<file path="src/rtl/disp_pkg.sv">
package disp_pkg;

    localparam int BYTE_W    = 8;
    localparam int WIN_BYTES = 4;
    localparam int WIN_W     = BYTE_W * WIN_BYTES;
    localparam int LEN_W     = $clog2(WIN_BYTES) + 1;
    localparam int CNT_W     = $clog2(WIN_BYTES);

    localparam int PAY_ONE   = BYTE_W - 1;
    localparam int PAY_TWO   = 2 * BYTE_W - 2;
    localparam int PAY_FOUR  = 4 * BYTE_W - 2;

    typedef enum logic [1:0] {
        CLS_ONE  = 2'd0,
        CLS_TWO  = 2'd1,
        CLS_FOUR = 2'd2
    } disp_cls_e;

    typedef enum logic {
        ST_IDLE    = 1'b0,
        ST_COLLECT = 1'b1
    } gather_st_e;

    function automatic disp_cls_e classify_byte(input logic [BYTE_W-1:0] b);
        if (!b[BYTE_W-1])      return CLS_ONE;
        else if (!b[BYTE_W-2]) return CLS_TWO;
        else                   return CLS_FOUR;
    endfunction

    function automatic logic [LEN_W-1:0] cls_bytes(input disp_cls_e c);
        case (c)
            CLS_ONE:  return LEN_W'(1);
            CLS_TWO:  return LEN_W'(2);
            default:  return LEN_W'(4);
        endcase
    endfunction

    function automatic logic [CNT_W-1:0] cls_more(input disp_cls_e c);
        return CNT_W'(cls_bytes(c) - LEN_W'(1));
    endfunction

    function automatic logic [WIN_W-1:0] sext_from(input logic [WIN_W-1:0] raw,
                                                   input int bits);
        logic [WIN_W-1:0] r;
        for (int i = 0; i < WIN_W; i++)
            r[i] = (i < bits) ? raw[i] : raw[bits-1];
        return r;
    endfunction

endpackage

</file>
<file path="src/rtl/disp_classify.sv">
module disp_classify
    import disp_pkg::*;
(
    input  logic [BYTE_W-1:0] first_byte,
    output disp_cls_e         cls
);
    always_comb cls = classify_byte(first_byte);
endmodule

</file>
<file path="src/rtl/disp_assemble.sv">
module disp_assemble
    import disp_pkg::*;
(
    input  logic [WIN_W-1:0] word_be,
    input  disp_cls_e        cls,
    output logic [WIN_W-1:0] value
);
    logic [WIN_W-1:0] raw;

    always_comb begin
        raw = '0;
        case (cls)
            CLS_ONE: begin
                raw[PAY_ONE-1:0] = word_be[WIN_W-2 -: PAY_ONE];
                value = sext_from(raw, PAY_ONE);
            end
            CLS_TWO: begin
                raw[PAY_TWO-1:0] = word_be[WIN_W-3 -: PAY_TWO];
                value = sext_from(raw, PAY_TWO);
            end
            default: begin
                raw[PAY_FOUR-1:0] = word_be[WIN_W-3 -: PAY_FOUR];
                value = sext_from(raw, PAY_FOUR);
            end
        endcase
    end
endmodule

</file>
<file path="src/rtl/disp_stream_ctrl.sv">
module disp_stream_ctrl
    import disp_pkg::*;
(
    input  logic             clk,
    input  logic             rst,
    input  logic             in_valid,
    input  logic             stream_mode,
    input  logic [WIN_W-1:0] in_data,
    input  disp_cls_e        first_cls,
    output logic             field_done,
    output logic [WIN_W-1:0] word_be,
    output disp_cls_e        done_cls
);
    localparam int ACC_W = WIN_W - BYTE_W;

    gather_st_e         state;
    logic [ACC_W-1:0]   acc;
    logic [CNT_W-1:0]   remaining;
    disp_cls_e          cur_cls;
    logic [WIN_W-1:0]   win_be;
    logic [BYTE_W-1:0]  cur_byte;

    assign cur_byte = in_data[BYTE_W-1:0];

    genvar g;
    generate
        for (g = 0; g < WIN_BYTES; g++) begin : g_swap
            assign win_be[WIN_W-1-BYTE_W*g -: BYTE_W] = in_data[BYTE_W*g +: BYTE_W];
        end
    endgenerate

    always_comb begin
        field_done = 1'b0;
        word_be    = '0;
        done_cls   = first_cls;
        if (state == ST_IDLE && in_valid) begin
            if (!stream_mode) begin
                field_done = 1'b1;
                word_be    = win_be;
            end else if (first_cls == CLS_ONE) begin
                field_done = 1'b1;
                word_be    = {cur_byte, {ACC_W{1'b0}}};
            end
        end else if (state == ST_COLLECT && in_valid && remaining == CNT_W'(1)) begin
            field_done = 1'b1;
            done_cls   = cur_cls;
            if (cur_cls == CLS_TWO)
                word_be = {acc[BYTE_W-1:0], cur_byte, {(WIN_W-2*BYTE_W){1'b0}}};
            else
                word_be = {acc, cur_byte};
        end
    end

    always_ff @(posedge clk) begin
        if (rst) begin
            state     <= ST_IDLE;
            acc       <= '0;
            remaining <= '0;
            cur_cls   <= CLS_ONE;
        end else begin
            case (state)
                ST_IDLE: begin
                    if (in_valid && stream_mode && first_cls != CLS_ONE) begin
                        state     <= ST_COLLECT;
                        acc       <= {{(ACC_W-BYTE_W){1'b0}}, cur_byte};
                        remaining <= cls_more(first_cls);
                        cur_cls   <= first_cls;
                    end
                end
                default: begin
                    if (in_valid) begin
                        acc       <= {acc[ACC_W-BYTE_W-1:0], cur_byte};
                        remaining <= remaining - CNT_W'(1);
                        if (remaining == CNT_W'(1))
                            state <= ST_IDLE;
                    end
                end
            endcase
        end
    end

    AST_COLLECT_COUNT: assert property (@(posedge clk) disable iff (rst)
        (state == ST_COLLECT) |-> (remaining != '0 && cur_cls != CLS_ONE));
    AST_DONE_NEEDS_VALID: assert property (@(posedge clk) disable iff (rst)
        field_done |-> in_valid);
    AST_RESET_TO_IDLE: assert property (@(posedge clk) disable iff (rst)
        $past(rst) |-> (state == ST_IDLE));
    AST_NEXT_FIELD_FRESH: assert property (@(posedge clk) disable iff (rst)
        field_done |=> (state == ST_IDLE));
endmodule

</file>
<file path="src/rtl/disp_decoder.sv">
module disp_decoder
    import disp_pkg::*;
(
    input  logic             clk,
    input  logic             rst,
    input  logic             in_valid,
    input  logic             stream_mode,
    input  logic [31:0]      in_data,
    output logic [31:0]      disp_value,
    output logic [2:0]       disp_len,
    output logic             done
);
    disp_cls_e          first_cls;
    disp_cls_e          done_cls;
    logic               field_done;
    logic [WIN_W-1:0]   word_be;
    logic [WIN_W-1:0]   asm_val;
    logic [WIN_W-1:0]   held_val;
    logic [LEN_W-1:0]   held_len;

    disp_classify u_cls (
        .first_byte (in_data[BYTE_W-1:0]),
        .cls        (first_cls)
    );

    disp_stream_ctrl u_ctrl (
        .clk         (clk),
        .rst         (rst),
        .in_valid    (in_valid),
        .stream_mode (stream_mode),
        .in_data     (in_data),
        .first_cls   (first_cls),
        .field_done  (field_done),
        .word_be     (word_be),
        .done_cls    (done_cls)
    );

    disp_assemble u_asm (
        .word_be (word_be),
        .cls     (done_cls),
        .value   (asm_val)
    );

    always_ff @(posedge clk) begin
        if (rst) begin
            held_val <= '0;
            held_len <= '0;
        end else if (field_done) begin
            held_val <= asm_val;
            held_len <= cls_bytes(done_cls);
        end
    end

    assign done       = field_done;
    assign disp_value = field_done ? asm_val : held_val;
    assign disp_len   = field_done ? cls_bytes(done_cls) : held_len;

    AST_LEN_LEGAL: assert property (@(posedge clk) disable iff (rst)
        done |-> (disp_len == 3'd1 || disp_len == 3'd2 || disp_len == 3'd4));
    AST_ONE_SIGN: assert property (@(posedge clk) disable iff (rst)
        (done && disp_len == 3'd1) |-> (disp_value[31:6] == '0 || disp_value[31:6] == '1));
    AST_TWO_SIGN: assert property (@(posedge clk) disable iff (rst)
        (done && disp_len == 3'd2) |-> (disp_value[31:13] == '0 || disp_value[31:13] == '1));
    AST_FOUR_SIGN: assert property (@(posedge clk) disable iff (rst)
        (done && disp_len == 3'd4) |-> (disp_value[31:29] == '0 || disp_value[31:29] == '1));
    AST_HOLD_OUT: assert property (@(posedge clk) disable iff (rst)
        1'b1 |=> (done || ($stable(disp_value) && $stable(disp_len))));
endmodule

</file>
<file path="config.mk">
export PLATFORM = sky130hd
export DESIGN_NAME = disp_decoder
export DESIGN_NICKNAME = d
export VERILOG_FILES = /design/src/rtl/disp_pkg.sv /design/src/rtl/disp_classify.sv /design/src/rtl/disp_assemble.sv /design/src/rtl/disp_stream_ctrl.sv /design/src/rtl/disp_decoder.sv
export SDC_FILE = /design/constraint.sdc
export NUM_CORES = 1
export LEC_CHECK = 0
export BUFFER_PORTS_ARGS = -buffer_cell sky130_fd_sc_hd__buf_4
export CORE_ASPECT_RATIO = 0.7
export CORE_MARGIN = 3
export CORE_UTILIZATION = 25
export CTS_CLUSTER_DIAMETER = 150
export CTS_CLUSTER_SIZE = 30
export DETAILED_ROUTE_END_ITERATION = 6
export GPL_TIMING_DRIVEN = 1
export PLACE_DENSITY_LB_ADDON = 0.08
export SETUP_SLACK_MARGIN = 0.1
export SYNTH_ARGS = -nofsm -noshare
export SYNTH_HDL_FRONTEND = slang
export SYNTH_SLANG_ARGS = --single-unit
</file>
<file path="constraint.sdc">
create_clock -name clk -period 2.25 [get_ports clk]
set_input_delay 0.1125 -clock clk [delete_from_list [all_inputs] [get_ports clk]]
set_output_delay 0.1125 -clock clk [all_outputs]
set_load 0.01 [all_outputs]
</file>
Yosys cells after proc, flatten, opt, wreduce, memory -nomap -nowiden
Index checks and enable logic that the tools add are counted.
{ "totals": {"rom_bits": 0, "ram_bits": 0, "output_inout_bits": 36, "register_bits": 63, "latch_bits": 0, "elab_cells": 56, "memories": 0} }
{ "classes": {"add_sub_neg": 2, "multipliers": 0, "mux": 31, "magnitude_cmp": 0, "reduce_logical": 11, "div": 0, "n_eq_ne": 5, "shift": 0, "bitwise_logic": 1} }
{ "ops": {"columns": ["op", "n"], "rows": [
  ["$mux W31", 5],
  ["$mux W23", 3],
  ["$pmux W32 S2", 1],
  ["$mux W32", 1],
  ["$mux W2", 10],
  ["$eq A2 B1 Y1 const B", 4],
  ["$mux W1", 8],
  ["$pmux W3 S2", 1],
  ["$logic_and A1 B1 Y1", 5],
  ["$logic_not A2 Y1", 2],
  ["$pmux W2 S2", 1],
  ["$reduce_and A2 Y1", 2],
  ["$reduce_bool A2 Y1", 2],
  ["$sub A2 B1 Y2 const B", 2],
  ["$mux W3", 1],
  ["$ne A2 B2 Y1 const B", 1],
  ["$not A1 Y1", 1]
]} }

Logic depth before layout (Yosys ltp)
{ "depth": {"depth_word": 10, "ltp_mapped": 9} }

By module
From an unflattened synthesis, not the netlist that was laid out.
{ "unflattened": {"hier_cells": 369, "area_unflattened_um2": 3583.4} }
{ "by_module_without_submodules": {"columns": ["mod", "n_inst", "cells_each", "area_each_um2", "seq_area_each_um2"], "rows": [
  ["disp_stream_ctrl", 1, 165, 1611.5, 580.6],
  ["disp_decoder", 1, 117, 1377.6, 700.7],
  ["disp_assemble", 1, 85, 578.1, 0.0],
  ["disp_classify", 1, 2, 16.3, 0.0]
]} }

Worst setup path before layout
Ideal clock, no wire load.
{ "synth_path": {"path_kind": "reg-to-output", "startpoint": "register u_ctrl.remaining[1]", "endpoint": "output port disp_value[12]", "stages_incl_launch_ff": 10, "slack_ns": 0.453, "path_buffers": 2, "required_time_ns": 2.138, "arrival_ns": 1.684, "path_cell_list": "dfxtp_1 inv_1 ha_1 and3_1 and2_1 buf_2 buf_6 a22o_1 a32oi_1 a21oi_1"} }
{ "synth_via": {"elab_chain_len": 7} }
{ "synth_rtl": {"columns": ["item", "line_no", "text"], "rows": [
  ["start: declaration", "disp_stream_ctrl.sv:18", "logic [CNT_W-1:0] remaining;"],
  ["start signal: assignment", "disp_stream_ctrl.sv:66", "remaining <= cls_more(first_cls);"],
  ["start signal: assignment", "disp_stream_ctrl.sv:73", "remaining <= remaining - CNT_W'(1);"],
  ["$eq A2 B1 Y1 *", "disp_stream_ctrl.sv:44", "end else if (state == ST_COLLECT && in_valid && remaining == CNT_W'(1)) begin"],
  ["$logic_and A1 B1 Y1 *", "disp_stream_ctrl.sv:44", null],
  ["$mux W2", "disp_stream_ctrl.sv:44", null],
  ["$mux W2", "disp_stream_ctrl.sv:36", "if (state == ST_IDLE && in_valid) begin"],
  ["$eq A2 B1 Y1 or $logic_not A2 Y1 (tied branches)", null, null],
  ["$pmux W32 S2", "disp_assemble.sv:12", "case (cls)"],
  ["$mux W32 *", null, null],
  ["end: declaration", "disp_decoder.sv:9", "output logic [31:0] disp_value,"]
]} }
Mark *: on every way between the ends. The rest lies on a longest branch, timed or not.

Final worst setup path
{ "layout_path": {"startpoint": "register u_ctrl.cur_cls[1]", "endpoint": "output port disp_value[12]"} }
{ "layout_via": {"elab_chain_len": 6} }
{ "layout_rtl": {"columns": ["item", "line_no", "text"], "rows": [
  ["start: declaration", "disp_stream_ctrl.sv:19", "disp_cls_e cur_cls;"],
  ["start signal: assignment", "disp_stream_ctrl.sv:67", "cur_cls <= first_cls;"],
  ["$eq A2 B1 Y1", "disp_stream_ctrl.sv:47", "if (cur_cls == CLS_TWO)"],
  ["$mux W31", "disp_stream_ctrl.sv:47", null],
  ["$mux W31", "disp_stream_ctrl.sv:44", null],
  ["$mux W31", "disp_stream_ctrl.sv:36", null],
  ["$pmux W32 S2 *", "disp_assemble.sv:12", null],
  ["$mux W32 *", null, null]
]} }
Marked as above.

==> impl_metrics.env <==
export IMPL_status="completed"
export IMPL_criticalPathCategory="reg -> out"
export IMPL_synth_area_sq_um=3320
export IMPL_cp_arrival_ns=2.02
export IMPL_whs_ns=0.0701
export IMPL_ctsHoldBuffers=0
export IMPL_vias_per_cell=5.19
export IMPL_cts_tree="yes"
export IMPL_synth_flop_cell="dfxtp_1"
export IMPL_p_comb_frac=0.231
export IMPL_grt_pass1_wl_mm=19.7
export IMPL_fin_crit_sh=0.947
export IMPL_critPathTopFamily="compound AO/OA/AOI/OAI gates"
export IMPL_yosysMostFrequentCell="dfxtp_1"
export IMPL_grt_overflow_total=0
export IMPL_root_buffer="clkbuf_16"
export IMPL_groute_usage_overall=0.180
export IMPL_synth_largest_area_cell="dfxtp_1"
export IMPL_start_kind="register"
export IMPL_cts_sinks=63
export IMPL_max_slew_margin=0.497
export IMPL_initial_core_util=0.261
export IMPL_async_flop_share=0
export IMPL_hold_violations=0
export IMPL_path_cells="nand2b_4, buf_12, buf_16, and2_4, a22o_1, a32oi_2, a21oi_2, buf_4"
export IMPL_slew_violations=0
export IMPL_synth_ff_latch_count=63
export IMPL_clk_pin_slew_ns=0.06
export IMPL_clock_power_share=0.415
export IMPL_nNetsFinal=541
export IMPL_hold_path_endpoint="u_ctrl.acc[4]"
export IMPL_cts_made_buffers=9
export IMPL_synthesis_nets=442
export IMPL_path_buf_inv=3
export IMPL_syn_inst=405
export IMPL_ir_worst_vdd_mv=0.338
export IMPL_syn_avg_cell_area_sq_um=8.21
export IMPL_clock_skew_ns=0.00728
export IMPL_slowest_delay_ns=0.32
export IMPL_clk_latency_ns=0.33
export IMPL_portBuffers=71
export IMPL_drv_cap=0
export IMPL_synth_top_area_share=0.379
export IMPL_power_switching_mw=0.968
export IMPL_rr_endpoint="held_val[10]"
export IMPL_worst_pin_slew_ns=0.754
export IMPL_tns_ns=0
export IMPL_first_pass_iters=4
export IMPL_die_w_microns=144
export IMPL_wire_per_inst_microns=20.0
export IMPL_htree_levels=3
export IMPL_dp_hpwl_mm=8.69
export IMPL_die_h_microns=102
export IMPL_setup_viol_count_final=0
export IMPL_yosysSeqAreaShare=0.379
export IMPL_core_area_sq_um=12700
export IMPL_place_congestion=0.798
export IMPL_synth_edf_count=0
export IMPL_postPlaceCellArea_sq_um=3990
export IMPL_hold_depth=3
export IMPL_rsz0062_at_grt="yes"
export IMPL_fin_area_sq_um=5060
export IMPL_drc=0
export IMPL_reg2reg_slack_ns=0.31
export IMPL_critical_path_required_ns=2.14
export IMPL_sw_frac_of_total=0.285
export IMPL_endpoint_kind="output port"
export IMPL_fmax_ghz=0.469
export IMPL_reg2reg_from="u_ctrl.remaining[1]"
export IMPL_p_int_mw=2.43
export IMPL_hold_path_class="in -> reg"
export IMPL_clock_path_buffers=2
export IMPL_synth_area_leaders="dfxtp_1 (38%), a22oi_1 (7.0%), nand2_1 (6.4%)"
export IMPL_cp_num_cells=8
export IMPL_row_count=34
export IMPL_synthToLayoutAreaGrowth_pct=52.1
export IMPL_ys_warn_count=0
export IMPL_p_leak_nw=2.15
export IMPL_drive_gt1_frac=0.411
export IMPL_antenna_found_initial=0
export IMPL_path_max_fanout=9
export IMPL_ff2ff_path_depth=10
export IMPL_vias=3491
export IMPL_p_per_area_nw_per_um2=672
export IMPL_ys_top_cells_by_count="dfxtp_1 (63), nand2_1 (57), a21oi_1 (39)"
export IMPL_fin_crit_ns=2.13
export IMPL_drtIter0Drc=247
export IMPL_critPathSlowestCell="dfxtp_2"
export IMPL_grt_max_degree=64
export IMPL_io_pins=72
export IMPL_min_delay_start="in_data[4]"
export IMPL_wl_mm=13.4
export IMPL_die_area_sq_um=14700
export IMPL_grt_pass1_vias=3235
export IMPL_power_frac_seq=0.354
export IMPL_drtAntennaViolNets=0
export IMPL_synth_cell_types=43
## power groups by stage
stage | clock [mW] | combinational, mW | sequential, mW
6_report | 1.41 | 0.786 | 1.20
2_1_floorplan | 0 | 0.361 | 1.21
4_1_cts | 1.43 | 0.719 | 1.20
3_3_place_gp | 0 | 0.628 | 1.22
3_5_place_dp | 0 | 0.627 | 1.22
5_1_grt | 1.48 | 0.848 | 1.21
## layout make-up
| class | count | area [sq um] |
|---|---|---|
| Multi-Input combinational cell | 304 | 2140 |
| Timing Repair Buffer | 123 | 1140 |
| Tap cell | 162 | 203 |
| Fill cell | 1306 | 7660 |
| Antenna cell | 1 | 2.50 |
| Sequential cell | 63 | 1270 |
| Inverter | 3 | 11.3 |
| Clock buffer | 13 | 250 |
| Clock inverter | 3 | 42.5 |
## logic make-up (layout without fill, tap and decap cells)
group,after synthesis,after routing,share of synthesized area
AND/OR/NAND/NOR,139,140,0.189
buffers and inverters,39,142,0.0711
flip-flops,63,63,0.379
adder cells (fa/ha/maj),1,1,0.00376
multiplexers,15,15,0.0452
AO/OA/AOI/OAI,148,148,0.312
other,0,1,0
## cells in the final DEF, fill, tap and decap left out, types with 4 or more instances in the layout
| master | count |
|---|---|
| buf_6 | 6 |
| mux2i_1 | 10 |
| dfxtp_1 | 59 |
| a22oi_2 | 11 |
| buf_12 | 8 |
| o21ai_1 | 8 |
| o211ai_1 | 6 |
| a211oi_2 | 5 |
| o21ai_2 | 11 |
| buf_4 | 103 |
| a31oi_1 | 7 |
| a22oi_1 | 21 |
| a21oi_1 | 31 |
| a22o_1 | 12 |
| nand2_1 | 56 |
| nor2_1 | 31 |
| a21oi_2 | 9 |
| clkbuf_16 | 9 |
| nand3_1 | 26 |
| mux2i_2 | 4 |
| a32oi_2 | 4 |
| nand2b_1 | 7 |
## worst register-to-register path, cell delays in order, from the launching register on
cell and delay [ns]:
dfxtp_1 0.30, inv_2 0.07, ha_4 0.18, nand3_4 0.14
buf_12 0.18, o21ai_4 0.26, a21oi_2 0.10, buf_6 0.15
buf_2 0.18, buf_4 0.15, a211oi_2 0.15
## metal layers
metal	GRT usage	wire (microns)
met5	0	0
met3	0.0552	734
met1	0.271	6900
met2	0.253	5660
met4	0.0318	131
## repair_timing
action | 4_1_cts | 5_1_grt
endpoints found under the setup margin | 35 | 32
pin swaps | 8 | 20
gates cloned | 5 | 1
gates resized for setup | 44 | 47
buffers inserted | 18 | 15
## flip-flops by register name, summed over array words and instances (netlist names)
name,count
held_len,3
u_ctrl.cur_cls,2
held_val,32
u_ctrl.acc,23
u_ctrl.state,1
u_ctrl.remaining,2
## per-stage QoR
stage | instances | setup slack, ns | total power [mW] | utilization
floorplan | 405 | 0.453 | 1.57 | -
global placement | 616 | 0.00652 | 1.85 | 0.314
detailed placement | 616 | -0.0425 | 1.85 | 0.314
CTS | 655 | 0.0615 | 3.35 | 0.372
global route | 671 | 0.0398 | 3.54 | 0.397
finish | 672 | 0.119 | 3.40 | 0.398
## worst max-delay path by stage
stage | start | endpoint | slack, ns
after detailed placement | u_ctrl.remaining[0] | disp_value[12] | -0.04
after global routing | u_ctrl.state | disp_value[10] | 0.04
after floorplan | u_ctrl.remaining[1] | disp_value[12] | 0.45
after CTS | u_ctrl.state | disp_value[6] | 0.06
after global placement | u_ctrl.remaining[1] | disp_value[9] | 0.007
final | u_ctrl.cur_cls[1] | disp_value[12] | 0.12
No activity file was read; power rests on OpenSTA's default activity.
